<file path="src/rtl/cmp_evt_pkg.sv">
package cmp_evt_pkg;

    localparam int ST_W    = 16;
    localparam int IF_LSB  = 0;
    localparam int OUT_LSB = 4;
    localparam int WK_LSB  = 8;
    localparam int STS_LSB = 12;
    localparam int MAX_CH  = 4;

    typedef enum logic [1:0] {
        POL_ANY  = 2'b00,
        POL_RISE = 2'b01,
        POL_FALL = 2'b10,
        POL_NONE = 2'b11
    } pol_e;

    typedef struct packed {
        logic rise;
        logic fall;
    } edge_t;

    function automatic edge_t edge_of(input logic prev, input logic cur);
        edge_t e;
        e.rise = cur & ~prev;
        e.fall = ~cur & prev;
        return e;
    endfunction

    function automatic logic edge_match(input pol_e pol, input edge_t e);
        case (pol)
            POL_ANY:  return e.rise | e.fall;
            POL_RISE: return e.rise;
            POL_FALL: return e.fall;
            default:  return 1'b0;
        endcase
    endfunction

endpackage

</file>
<file path="src/rtl/cmp_edge_det.sv">
module cmp_edge_det
    import cmp_evt_pkg::*;
(
    input  logic       clk,
    input  logic       rst,
    input  logic       en,
    input  logic       lvl,
    input  logic [1:0] pol,
    output logic       hit,
    output logic       lvl_q
);

    edge_t ev;

    // The previous level is tracked even while disabled, so re-enable is quiet.
    always_ff @(posedge clk) begin
        if (rst) lvl_q <= 1'b0;
        else     lvl_q <= lvl;
    end

    always_comb begin
        ev  = edge_of(lvl_q, lvl);
        hit = en & edge_match(pol_e'(pol), ev);
    end

    AST_NO_EDGE_DISABLED: assert property (@(posedge clk) disable iff (rst)
        !en |-> !hit) else $error("event while disabled");

    AST_RESERVED_QUIET: assert property (@(posedge clk) disable iff (rst)
        (pol == 2'b11) |-> !hit) else $error("reserved code fired");

    AST_HIT_NEEDS_CHANGE: assert property (@(posedge clk) disable iff (rst)
        hit |-> (lvl != lvl_q)) else $error("event without change");

    AST_RISE_ONLY: assert property (@(posedge clk) disable iff (rst)
        (hit && pol == 2'b01) |-> lvl) else $error("rise code on fall");

    AST_FALL_ONLY: assert property (@(posedge clk) disable iff (rst)
        (hit && pol == 2'b10) |-> !lvl) else $error("fall code on rise");

endmodule

</file>
<file path="src/rtl/cmp_flag_cell.sv">
module cmp_flag_cell (
    input  logic clk,
    input  logic rst,
    input  logic set,
    input  logic clr,
    output logic q
);

    // Hardware set takes priority over a software clear in the same cycle.
    always_ff @(posedge clk) begin
        if (rst)      q <= 1'b0;
        else if (set) q <= 1'b1;
        else if (clr) q <= 1'b0;
    end

    AST_SET_STICKS: assert property (@(posedge clk) disable iff (rst)
        set |=> q) else $error("set lost");

    AST_CLEAR_TAKES: assert property (@(posedge clk) disable iff (rst)
        (clr && !set) |=> !q) else $error("clear ignored");

    AST_HOLD_IDLE: assert property (@(posedge clk) disable iff (rst)
        (!set && !clr) |=> $stable(q)) else $error("flag drifted");

endmodule

</file>
<file path="src/rtl/cmp_evt_flags.sv">
module cmp_evt_flags
    import cmp_evt_pkg::*;
#(
    parameter int NCH = 2
) (
    input  logic               clk,
    input  logic               rst,
    input  logic [NCH-1:0]     ch_lvl,
    input  logic [NCH-1:0]     ch_en,
    input  logic [NCH-1:0]     ch_ie,
    input  logic [NCH-1:0]     ch_wke,
    input  logic [2*NCH-1:0]   ch_pol,
    input  logic               st_wr,
    input  logic [ST_W-1:0]    st_wdata,
    output logic [ST_W-1:0]    st_rdata,
    output logic               irq
);

    localparam int CH_USED = (NCH < MAX_CH) ? NCH : MAX_CH;

    logic [NCH-1:0] hit;
    logic [NCH-1:0] lvl_q;
    logic [NCH-1:0] if_q;
    logic [NCH-1:0] wk_q;

    for (genvar c = 0; c < CH_USED; c++) begin : g_ch
        cmp_edge_det u_det (
            .clk   (clk),
            .rst   (rst),
            .en    (ch_en[c]),
            .lvl   (ch_lvl[c]),
            .pol   (ch_pol[2*c +: 2]),
            .hit   (hit[c]),
            .lvl_q (lvl_q[c])
        );

        cmp_flag_cell u_if (
            .clk (clk),
            .rst (rst),
            .set (hit[c]),
            .clr (st_wr & st_wdata[IF_LSB + c]),
            .q   (if_q[c])
        );

        cmp_flag_cell u_wk (
            .clk (clk),
            .rst (rst),
            .set (hit[c] & ch_wke[c]),
            .clr (st_wr & st_wdata[WK_LSB + c]),
            .q   (wk_q[c])
        );

        AST_WAKE_GATED: assert property (@(posedge clk) disable iff (rst)
            $rose(wk_q[c]) |-> $past(ch_wke[c])) else $error("wake without enable");

        AST_WAKE_WITH_IF: assert property (@(posedge clk) disable iff (rst)
            $rose(wk_q[c]) |-> if_q[c]) else $error("wake flag alone");
    end

    for (genvar c = CH_USED; c < NCH; c++) begin : g_unused
        assign hit[c]   = 1'b0;
        assign lvl_q[c] = 1'b0;
        assign if_q[c]  = 1'b0;
        assign wk_q[c]  = 1'b0;
    end

    always_comb begin
        st_rdata = '0;
        for (int c = 0; c < CH_USED; c++) begin
            st_rdata[IF_LSB + c]  = if_q[c];
            st_rdata[OUT_LSB + c] = lvl_q[c] & ch_en[c];
            st_rdata[WK_LSB + c]  = wk_q[c];
            st_rdata[STS_LSB + c] = lvl_q[c] & ch_en[c];
        end
    end

    assign irq = |(ch_ie & (if_q | wk_q));

    AST_IRQ_NEEDS_IE: assert property (@(posedge clk) disable iff (rst)
        (ch_ie == '0) |-> !irq) else $error("irq with no enable");

    AST_IRQ_NEEDS_FLAG: assert property (@(posedge clk) disable iff (rst)
        irq |-> ((if_q | wk_q) != '0)) else $error("irq with no flag");

endmodule

</file>
<file path="config.mk">
export PLATFORM = sky130hd
export DESIGN_NAME = cmp_evt_flags
export DESIGN_NICKNAME = d
export VERILOG_FILES = /design/src/rtl/cmp_evt_pkg.sv /design/src/rtl/cmp_edge_det.sv /design/src/rtl/cmp_flag_cell.sv /design/src/rtl/cmp_evt_flags.sv
export SDC_FILE = /design/constraint.sdc
export NUM_CORES = 1
export LEC_CHECK = 0
export CAP_MARGIN = 15
export CELL_PAD_IN_SITES_DETAIL_PLACEMENT = 0
export CELL_PAD_IN_SITES_GLOBAL_PLACEMENT = 2
export CORE_ASPECT_RATIO = 0.6
export CORE_MARGIN = 1.5
export CORE_UTILIZATION = 14
export DETAILED_ROUTE_END_ITERATION = 7
export GPL_TIMING_DRIVEN = 0
export PLACE_DENSITY = 0.76
export SYNTH_ARGS = -nofsm -noshare
export SYNTH_HDL_FRONTEND = slang
export SYNTH_SLANG_ARGS = --single-unit
export TNS_END_PERCENT = 20
</file>
<file path="constraint.sdc">
create_clock -name clk -period 3.7 [get_ports clk]
set_input_delay 0.555 -clock clk [delete_from_list [all_inputs] [get_ports clk]]
set_output_delay 0.555 -clock clk [all_outputs]
set_load 0.005 [all_outputs]
</file>
==> Word-level counts from Yosys, hierarchy flattened <==
Cells that the tools add are included.
{ "classes": {"bitwise": 22, "reduce_logical": 7, "eq_ne": 4, "mux": 10} }
{ "op_table": {"columns": ["cell", "count"], "rows": [
  ["$and A1 B1 Y1", 14],
  ["$mux W1", 8],
  ["$reduce_bool A2 Y1", 4],
  ["$pmux W1 S3", 2],
  ["$eq A2 B1 Y1 const B", 2],
  ["$eq A2 B2 Y1 const B", 2],
  ["$logic_not A2 Y1", 2],
  ["$not A1 Y1", 4],
  ["$and A2 B2 Y2", 1],
  ["$or A1 B1 Y1", 2],
  ["$or A2 B2 Y2", 1],
  ["$reduce_or A2 Y1", 1]
]} }
{ "totals": {"in_bits": 31, "wordCells": 49, "ff_bits": 6, "out_inout_bits": 17} }

==> Longest topological paths before layout <==
Gate-level depths: netlist of run 1.
{ "logic_depth": {"depth_word": 7, "depth_mapped": 5, "mapped_depth_nobuf": 5} }

==> By module <==
Synthesis of run 1 repeated with hierarchy kept, for this count alone.
{ "hier_totals": {"cells_unflattened": 60, "hier_area_um2": 493.0} }
{ "by_module_without_submodules": {"columns": ["module", "n_inst", "cells_each", "seq_area_each_um2", "area_each_um2"], "rows": [
  ["cmp_edge_det", 2, 11, 20.0, 97.6],
  ["cmp_flag_cell", 4, 4, 20.0, 38.8],
  ["cmp_evt_flags", 1, 22, 0.0, 142.6]
]} }

==> Worst setup path before layout of run 1 <==
OpenSTA, ideal clock, no wires.
{ "synth_timing": {"path_kind": "input to register", "start": "input port ch_lvl[0]", "end": "register g_ch[0].u_if.q", "setup_time_ns": 0.074, "path_stages": 5, "required_ns": 3.626, "slack_ns": 2.049, "arrival_ns": 1.577, "n_path_buf": 0, "path_cell_list": "inv_1 -> ha_1 -> nor2b_1 -> or4b_1 -> a31oi_1"} }
{ "synth_via": {"elab_chain_len": 6, "elab_cells_between_ends": 8, "cone_classes": "mux (2); bitwise (5); reduce/logical (1)"} }
{ "synth_rtl": {"columns": ["item", "line", "rtl"], "rows": [
  ["from (decl)", "cmp_evt_flags.sv:8", "input logic [NCH-1:0] ch_lvl,"],
  ["$not A1 Y1", "cmp_evt_pkg.sv:25", "e.fall = ~cur & prev;"],
  ["$and A1 B1 Y1", "cmp_evt_pkg.sv:25", null],
  ["$or A1 B1 Y1", "cmp_evt_pkg.sv:31", "POL_ANY: return e.rise | e.fall;"],
  ["$pmux W1 S3 *", "cmp_evt_pkg.sv:30", "case (pol)"],
  ["$and A1 B1 Y1 *", "cmp_edge_det.sv:23", "hit = en & edge_match(pol_e'(pol), ev);"],
  ["$mux W1 or $reduce_bool A2 Y1 (tied branches)", null, null],
  ["to (signal assigned)", "cmp_flag_cell.sv:11", "if (rst) q <= 1'b0;"],
  ["to (signal assigned)", "cmp_flag_cell.sv:12", "else if (set) q <= 1'b1;"],
  ["to (signal assigned)", "cmp_flag_cell.sv:13", "else if (clr) q <= 1'b0;"],
  ["to (decl)", "cmp_flag_cell.sv:6", "output logic q"]
]} }
Every way passes the cells marked *; elsewhere a longest branch is shown, timed or not.
A chain may end at the register's enable or synchronous reset.

==> Final worst setup path of run 1 <==
{ "layout_timing": {"start": "input port ch_en[0]", "end": "output port st_rdata[12]"} }
{ "layout_via": {"elab_chain_len": 1} }
{ "layout_rtl": {"columns": ["item", "line", "rtl"], "rows": [
  ["from (decl)", "cmp_evt_flags.sv:9", "input logic [NCH-1:0] ch_en,"],
  ["$and A1 B1 Y1", "cmp_evt_flags.sv:73", "st_rdata[STS_LSB + c] = lvl_q[c] & ch_en[c];"],
  ["to (decl)", "cmp_evt_flags.sv:15", "output logic [ST_W-1:0] st_rdata,"]
]} }
Every way passes these cells.

==> results of run 1 <==
==> sequential cells by signal, summed over array words and instances (netlist names) <==
register and count:
g_ch.u_det.lvl_q 2, g_ch.u_if.q 2, g_ch.u_wk.q 2
==> through the flow <==
stage | setup slack, ns | std cells | power (mW)
6_report | 1.31 | 145 | 0.229
4_1_cts | 1.30 | 145 | 0.233
3_5_place_dp | 1.31 | 142 | 0.134
5_1_grt | 1.26 | 145 | 0.245
3_3_place_gp | 1.31 | 142 | 0.133
2_1_floorplan | 2.05 | 70 | 0.0977
==> final timing paths <==
path | startpoint | end
min reg2reg | g_ch[1].u_if.q | g_ch[1].u_if.q
max | ch_en[0] | st_rdata[12]
max reg2reg | g_ch[0].u_det.lvl_q | g_ch[0].u_if.q
min | g_ch[1].u_if.q | g_ch[1].u_if.q
==> cells by family (layout without fill, tap and decap cells) <==
family | after synthesis | in the layout
other cells | 1 | 8
fa+ha+maj | 4 | 4
buf+inv | 20 | 50
simple gates | 21 | 21
compound gates | 11 | 11
flops | 6 | 6
==> worst register-to-register path, stage by stage, from the launching register on <==
cell and delay (ns):
dfxtp_1 0.32, ha_1 0.27, nor2b_1 0.14, or4b_1 0.46, a31oi_1 0.17
==> power by group <==
group / total (mW) / switching, mW / internal [mW]
Combinational: 0.0619 / 0.0204 / 0.0415
Clock: 0.0963 / 0.0266 / 0.0698
Sequential: 0.0708 / 0.00238 / 0.0684
Total: 0.229 / 0.0494 / 0.180
==> area by class of cell <==
type	instances	area, um^2
fill	376	2430
inverter	6	22.5
multi-input combinational	44	275
tap	45	56.3
clock buffer	3	41.3
sequential	6	120
timing repair buffer	27	270
buffer	14	105
==> placed cells by master, fill, tap and decap left out, types with 3 or more instances in the layout <==
| cell type | count |
|---|---|
| and2_1 | 3 |
| o21ai_0 | 4 |
| nand2_1 | 6 |
| clkbuf_8 | 3 |
| nand3b_1 | 3 |
| nor2_1 | 3 |
| buf_4 | 14 |
| conb_1 | 8 |
| clkdlybuf4s50_1 | 27 |
| ha_1 | 4 |
| dfxtp_1 | 6 |
| inv_1 | 6 |
==> metal layers <==
metal / up-vias / wire length, um
li1: 264 / -
met1: 222 / 589
met2: 20 / 542
met3: 2 / 109
met4: 0 / 16
met5: - / 0
==> synthesized netlist by cell type (2+ instances only) <==
cell type,number,area [um^2]
a31oi_1,2,12.5
and2_1,3,18.8
buf_4,14,105
dfxtp_1,6,120
ha_1,4,50.1
inv_1,6,22.5
nand2_1,6,22.5
nand3b_1,3,22.5
nand4b_1,2,17.5
nor2_1,3,11.3
nor2b_1,2,12.5
o21ai_0,4,20.0
==> out/qor.log, run 1 <==
qor: run_status.outcome complete, no violations
qor: synth.mappedNetlistArea 497 um^2
qor: global_route.global_route.overflow_total 0
qor: drt.drt-wirelength-per-cell 8.67 um
qor: clock_tree.cts_sinks 6
qor: synth.postSynth.asyncResetShare 0%
qor: setup_path.worst_path_most_repeated_cell clkdlybuf4s50_1
qor: setup_path.critPathRequiredTime 3.14 ns
qor: clock_tree.h_tree_levels 1
qor: synth.synth-compound-area-share 14.9%
qor: setup_path.critPathMaxFanout 4
qor: worst_hold_path.hold_depth 2
qor: global_route.global_route_wire_length_before_repair 1930 um
qor: floorplan.core.rowCount 16
qor: clock_tree.cts_repair_resize_count 0
qor: synth.ys_seq_area_share 24.2%
qor: clock_tree.tritoncts done
qor: drt.detail_route.drc_violations 0
qor: setup_path.path_depth 4
qor: cells_and_area.antenna_diode_count 0
qor: drt.routed_wl 1260 um
qor: placement.numPortBuffers 27
qor: placement.place.detailed.hpwl 1100 um
qor: job.number_of_max_cap_violations 0
qor: sta.setup_repair_after_global_routing_missed_its_margin no
qor: setup_path.timing_worst_setup_path_type in2out
qor: synth.synth_simple_gate_area_share 24.4%
qor: sta.max_transition_viols_final 0
qor: synth.synth_edf_count 0
qor: global_route.first_global_vias 447
qor: sta.final.min_clock_period 2.39 ns
qor: setup_path.cp.buffers_inverters 3
qor: setup_path.slowest_library_cell_on_the_worst_path clkdlybuf4s50_1
qor: clock_tree.ctsLongestPathBuffers 2
qor: placement.area_after_detailed_placement 850 um^2
qor: clock_tree.clock_latency 0.22 ns
qor: sta.final_worst_path_cycle_share 64.5%
qor: setup_path.r2r.worst_path.cells 4
qor: clock_tree.clock-root-buffer clkbuf_8
qor: sta.final-setup-viol-count 0
qor: power.vdd_drop_max 0.0757 mV
qor: clock_tree.clkTransAtPathRegs 0.04 ns
qor: synth.ys.flop_type dfxtp_1
qor: drt.dr.pass1.iters 3
qor: global_route.grt_max_degree 7
qor: floorplan.design.die.area 3930 um^2
qor: cells_and_area.layout-area-overhead-vs-synth 79.3%
qor: cells_and_area.nNetsFinal 137
qor: cells_and_area.fin_util 26.8%
qor: global_route.grt_util_met3 2.80%
qor: synth.synth.area.mux_share 0%
qor: cells_and_area.final_layout_size_suffix_gt1_share 17.0%
qor: power.power.leakage 0.403 nW
qor: floorplan.die_width 79.9 um
qor: placement.globalplace.congestion 0.609
qor: sta.tns 0 ns
qor: setup_path.critPathArrivalTime 1.83 ns
qor: setup_path.critical-path-max-stage-delay 0.52 ns
qor: sta.finalClockSkew 0.00525 ns
qor: synth.syn-instance-count 63
qor: synth.largest_family_of_logic_cells_by_synthesized_area buffers and inverters
qor: synth.yosys_warnings 0
qor: worst_hold_path.worstHoldPathType reg2reg
qor: drt.num_vias 508
qor: clock_tree.tritoncts_buffers 3
qor: setup_path.critPathLaunchType input port
qor: setup_path.timing.critical_path.max_delay_family buffers and inverters
qor: clock_tree.number_of_post_cts_setup_repair_buffers 0
qor: global_route.top_usage_layer met2
qor: global_route.initial_antenna_violation_count 0
qor: global_route.grt.total_usage 6.41%
qor: drt.drtAntennaViolNets 0
qor: power.power_per_unit_of_standard_cell_area 257 nW/um^2
qor: floorplan.floorplan.initialDensity 14.9%
qor: cells_and_area.post-route-cell-area 891 um^2
qor: synth.synth_xor_area_share 0%
qor: setup_path.cp-end-kind primary output
qor: setup_path.cp_cell_sequence clkdlybuf4s50_1, and2_1, buf_4, clkdlybuf4s50_1
qor: synth.syn_area_per_cell 7.88 um^2
qor: global_route.use_met1 8.06%
qor: sta.hold_viol 0
qor: drt.drt-vias-per-instance 3.50
qor: global_route.use_met2 9.52%
qor: floorplan.floorplan.io_pins 48
qor: drt.detail_route.iter0.violations 10
qor: sta.fmax 0.419 GHz
qor: synth.synth_cell_type_count 20
qor: synth.synth.ff_latch_count 6
qor: floorplan.chipHeight 49.1 um
qor: sta.fin_hold_ws 0.513 ns
qor: floorplan.coreArea 3320 um^2
qor: synth.yosys.area_share.adder 10.1%
qor: setup_path.ff2ff_setup_slack 2.27 ns
qor: clock_tree.postCtsHoldBufs 0
(Power assumes the default switching activity.)
==> inputs of run 2 (changes only) <==
--- a/config.mk
+++ b/config.mk
@@ -10,10 +10,10 @@
 export CELL_PAD_IN_SITES_GLOBAL_PLACEMENT = 2
 export CORE_ASPECT_RATIO = 0.6
 export CORE_MARGIN = 1.5
-export CORE_UTILIZATION = 14
+export CORE_UTILIZATION = 13
 export DETAILED_ROUTE_END_ITERATION = 7
 export GPL_TIMING_DRIVEN = 0
-export PLACE_DENSITY = 0.76
+export PLACE_DENSITY = 0.71
 export SYNTH_ARGS = -nofsm -noshare
 export SYNTH_HDL_FRONTEND = slang
 export SYNTH_SLANG_ARGS = --single-unit
==> constraint.sdc (replaced) <==
create_clock -name clk -period 2.3 [get_ports clk]
set_input_delay 0.345 -clock clk [delete_from_list [all_inputs] [get_ports clk]]
set_output_delay 0.345 -clock clk [all_outputs]
set_load 0.005 [all_outputs]
==> run 2 against run 1 <==
Sequential share of layout area hardly changed. Sequential cell count did not move. Non-clock buffer count is the same. Sequential power is 61% higher. Cell area rose by 0.28%. Via count decreased by 4.3%. Clock skew shrank 0.0015 ns. Global-route usage shrank 0.84 points. Die area up 7.3%. Critical path type unchanged. Critical endpoint is now st_rdata[13]. Largest cell class unchanged.
==> out/qor.log, run 2 (same netlist as run 1, synthesis figures left out) <==
qor: sta.fmax 0.509 GHz
qor: setup_path.slowest_library_cell_on_the_worst_path clkdlybuf4s50_1
qor: drt.detail_route.drc_violations 0
qor: global_route.grt.total_usage 5.56%
qor: clock_tree.clkTransAtPathRegs 0.03 ns
qor: setup_path.r2r.worst_path.cells 4
qor: floorplan.design.die.area 4210 um^2
qor: placement.place.detailed.hpwl 1060 um
qor: run_status.outcome complete, no violations
qor: floorplan.floorplan.io_pins 48
qor: cells_and_area.antenna_diode_count 0
qor: job.number_of_max_cap_violations 0
qor: setup_path.worst_r2r_end g_ch[0].u_if.q
qor: power.power.leakage 0.403 nW
qor: global_route.global_route.overflow_total 0
qor: clock_tree.number_of_post_cts_setup_repair_buffers 0
qor: setup_path.timing_worst_setup_path_type in2out
qor: cells_and_area.final_layout_size_suffix_gt1_share 17.0%
qor: setup_path.critPathMaxFanout 4
qor: drt.detail_route.iter0.violations 17
qor: floorplan.floorplan.initialDensity 13.6%
qor: setup_path.ff2ff_setup_slack 0.90 ns
qor: setup_path.cp_cell_sequence clkdlybuf4s50_1, and2_1, buf_4, clkdlybuf4s50_1
qor: power.power_per_unit_of_standard_cell_area 413 nW/um^2
qor: power.report.power.total 0.369 mW
qor: power.power_report.internal_total 0.289 mW
qor: power.power_frac_seq 30.8%
qor: worst_hold_path.hold_path_end g_ch[0].u_if.q
qor: drt.drt-wirelength-per-cell 8.15 um
qor: sta.max_transition_viols_final 0
qor: cells_and_area.most_common_cell_after_layout_fill_and_taps_aside clkdlybuf4s50_1
qor: global_route.grt_max_degree 7
qor: worst_hold_path.worstHoldPathType reg2reg
qor: cells_and_area.top_library_cells_by_usage_in_the_layout_fill_and_taps_aside clkdlybuf4s50_1, buf_4, conb_1
qor: power.power.switching_fraction 21.8%
qor: placement.cell_count_after_placement 144
qor: global_route.first_global_vias 412
qor: setup_path.worst_path_most_repeated_cell clkdlybuf4s50_1
qor: setup_path.critical-path-max-stage-delay 0.53 ns
qor: floorplan.chipHeight 50.9 um
qor: setup_path.critPathArrivalTime 1.62 ns
qor: sta.final_worst_path_cycle_share 85.4%
qor: power.clkPwrFrac 42.4%
qor: cells_and_area.finish.cell_count_without_fillers 147
qor: power.switching_power 0.0804 mW
qor: clock_tree.cts_sinks 6
qor: sta.tns 0 ns
qor: drt.routed_wl 1200 um
qor: clock_tree.clock-root-buffer clkbuf_8
qor: placement.globalplace.congestion 0.628
qor: clock_tree.h_tree_levels 1
qor: clock_tree.cts_repair_resize_count 0
qor: global_route.global_route_wire_length_before_repair 1790 um
qor: setup_path.critPathLaunchType input port
qor: cells_and_area.layout-area-overhead-vs-synth 79.8%
qor: drt.drtAntennaViolNets 0
qor: sta.setup_repair_after_global_routing_missed_its_margin no
qor: cells_and_area.largest_registers g_ch.u_det.lvl_q: 2 flops, g_ch.u_if.q: 2 flops, g_ch.u_wk.q: 2 flops
qor: cells_and_area.nNetsFinal 137
qor: floorplan.coreArea 3660 um^2
qor: global_route.initial_antenna_violation_count 0
qor: drt.dr.pass1.iters 4
qor: drt.num_vias 486
qor: sta.hold_viol 0
qor: setup_path.r2r_start g_ch[0].u_det.lvl_q
qor: drt.drt-vias-per-instance 3.31
qor: power.power.combinational.fraction 26.8%
qor: worst_hold_path.worst_hold_startpoint g_ch[0].u_if.q
qor: sta.final-setup-viol-count 0
qor: cells_and_area.num-fill-cells 397
qor: clock_tree.ctsLongestPathBuffers 2
qor: clock_tree.tritoncts_buffers 3
qor: sta.finalClockSkew 0.00376 ns
qor: floorplan.core.rowCount 17
qor: floorplan.die_width 82.8 um
qor: worst_hold_path.hold_depth 2
qor: setup_path.critPathRequiredTime 1.96 ns
qor: placement.numPortBuffers 27
qor: clock_tree.tritoncts done
qor: clock_tree.postCtsHoldBufs 0
qor: power.vdd_drop_max 0.108 mV
qor: sta.final.min_clock_period 1.97 ns
qor: setup_path.cp-end-kind primary output
qor: clock_tree.clock_latency 0.22 ns
-- run 2: cell type report --
cell class                 count  area (um^2)  area share [%]
tap                           47         58.8            6.58
inverter                       6         22.5            2.52
timing repair buffer          27          270            30.3
clock buffer                   3         41.3            4.62
sequential                     6          120            13.4
multi-input combinational     44          275            30.8
buffer                        14          105            11.8
-- run 2: layer usage --
layer  vias up  part of all wire (%)  GRT usage (%)
li1        265                     -              -
met1       200                    52           7.49
met2        19                    40           7.45
met3         2                   6.0           2.58
met4         0                   1.6           2.50
met5         -                     0              0
-- run 2: power by group through the flow --
stage,Sequential [mW],Clock [mW],Combinational [mW]
6_report,0.114,0.157,0.0991
5_1_grt,0.114,0.169,0.109
4_1_cts,0.114,0.163,0.0994
3_5_place_dp,0.115,0,0.0988
3_3_place_gp,0.115,0,0.0983
2_1_floorplan,0.114,0,0.0430
-- run 2: how the worst max path moves through the flow --
stage                endpoint  slack, ns  cells past startpoint  startpoint
6_report         st_rdata[13]       0.33                      4    ch_en[1]
5_1_grt          st_rdata[13]       0.28                      4    ch_en[1]
4_1_cts          st_rdata[12]       0.32                      4    ch_en[0]
3_5_place_dp   g_ch[0].u_if.q       0.29                      6   ch_lvl[0]
3_3_place_gp   g_ch[0].u_if.q       0.28                      6   ch_lvl[0]
2_1_floorplan  g_ch[0].u_if.q       0.86                      5   ch_lvl[0]
-- run 2: worst max-delay path: cells and delay by family --
family	cells	cell delay (ns)
simple gates	1	0.17
buf+inv	3	1.11
-- run 2: per-stage QoR --
step           cell area, um^2  hold slack [ns]  setup WS, ns  utilization (%)
6_report                   893            0.511         0.335             24.4
5_1_grt                    893            0.534         0.278             24.4
4_1_cts                    893            0.512         0.324             24.4
3_5_place_dp               852            0.507         0.288             23.3
3_3_place_gp               852            0.501         0.280             23.3
2_1_floorplan              523            0.412         0.859                -
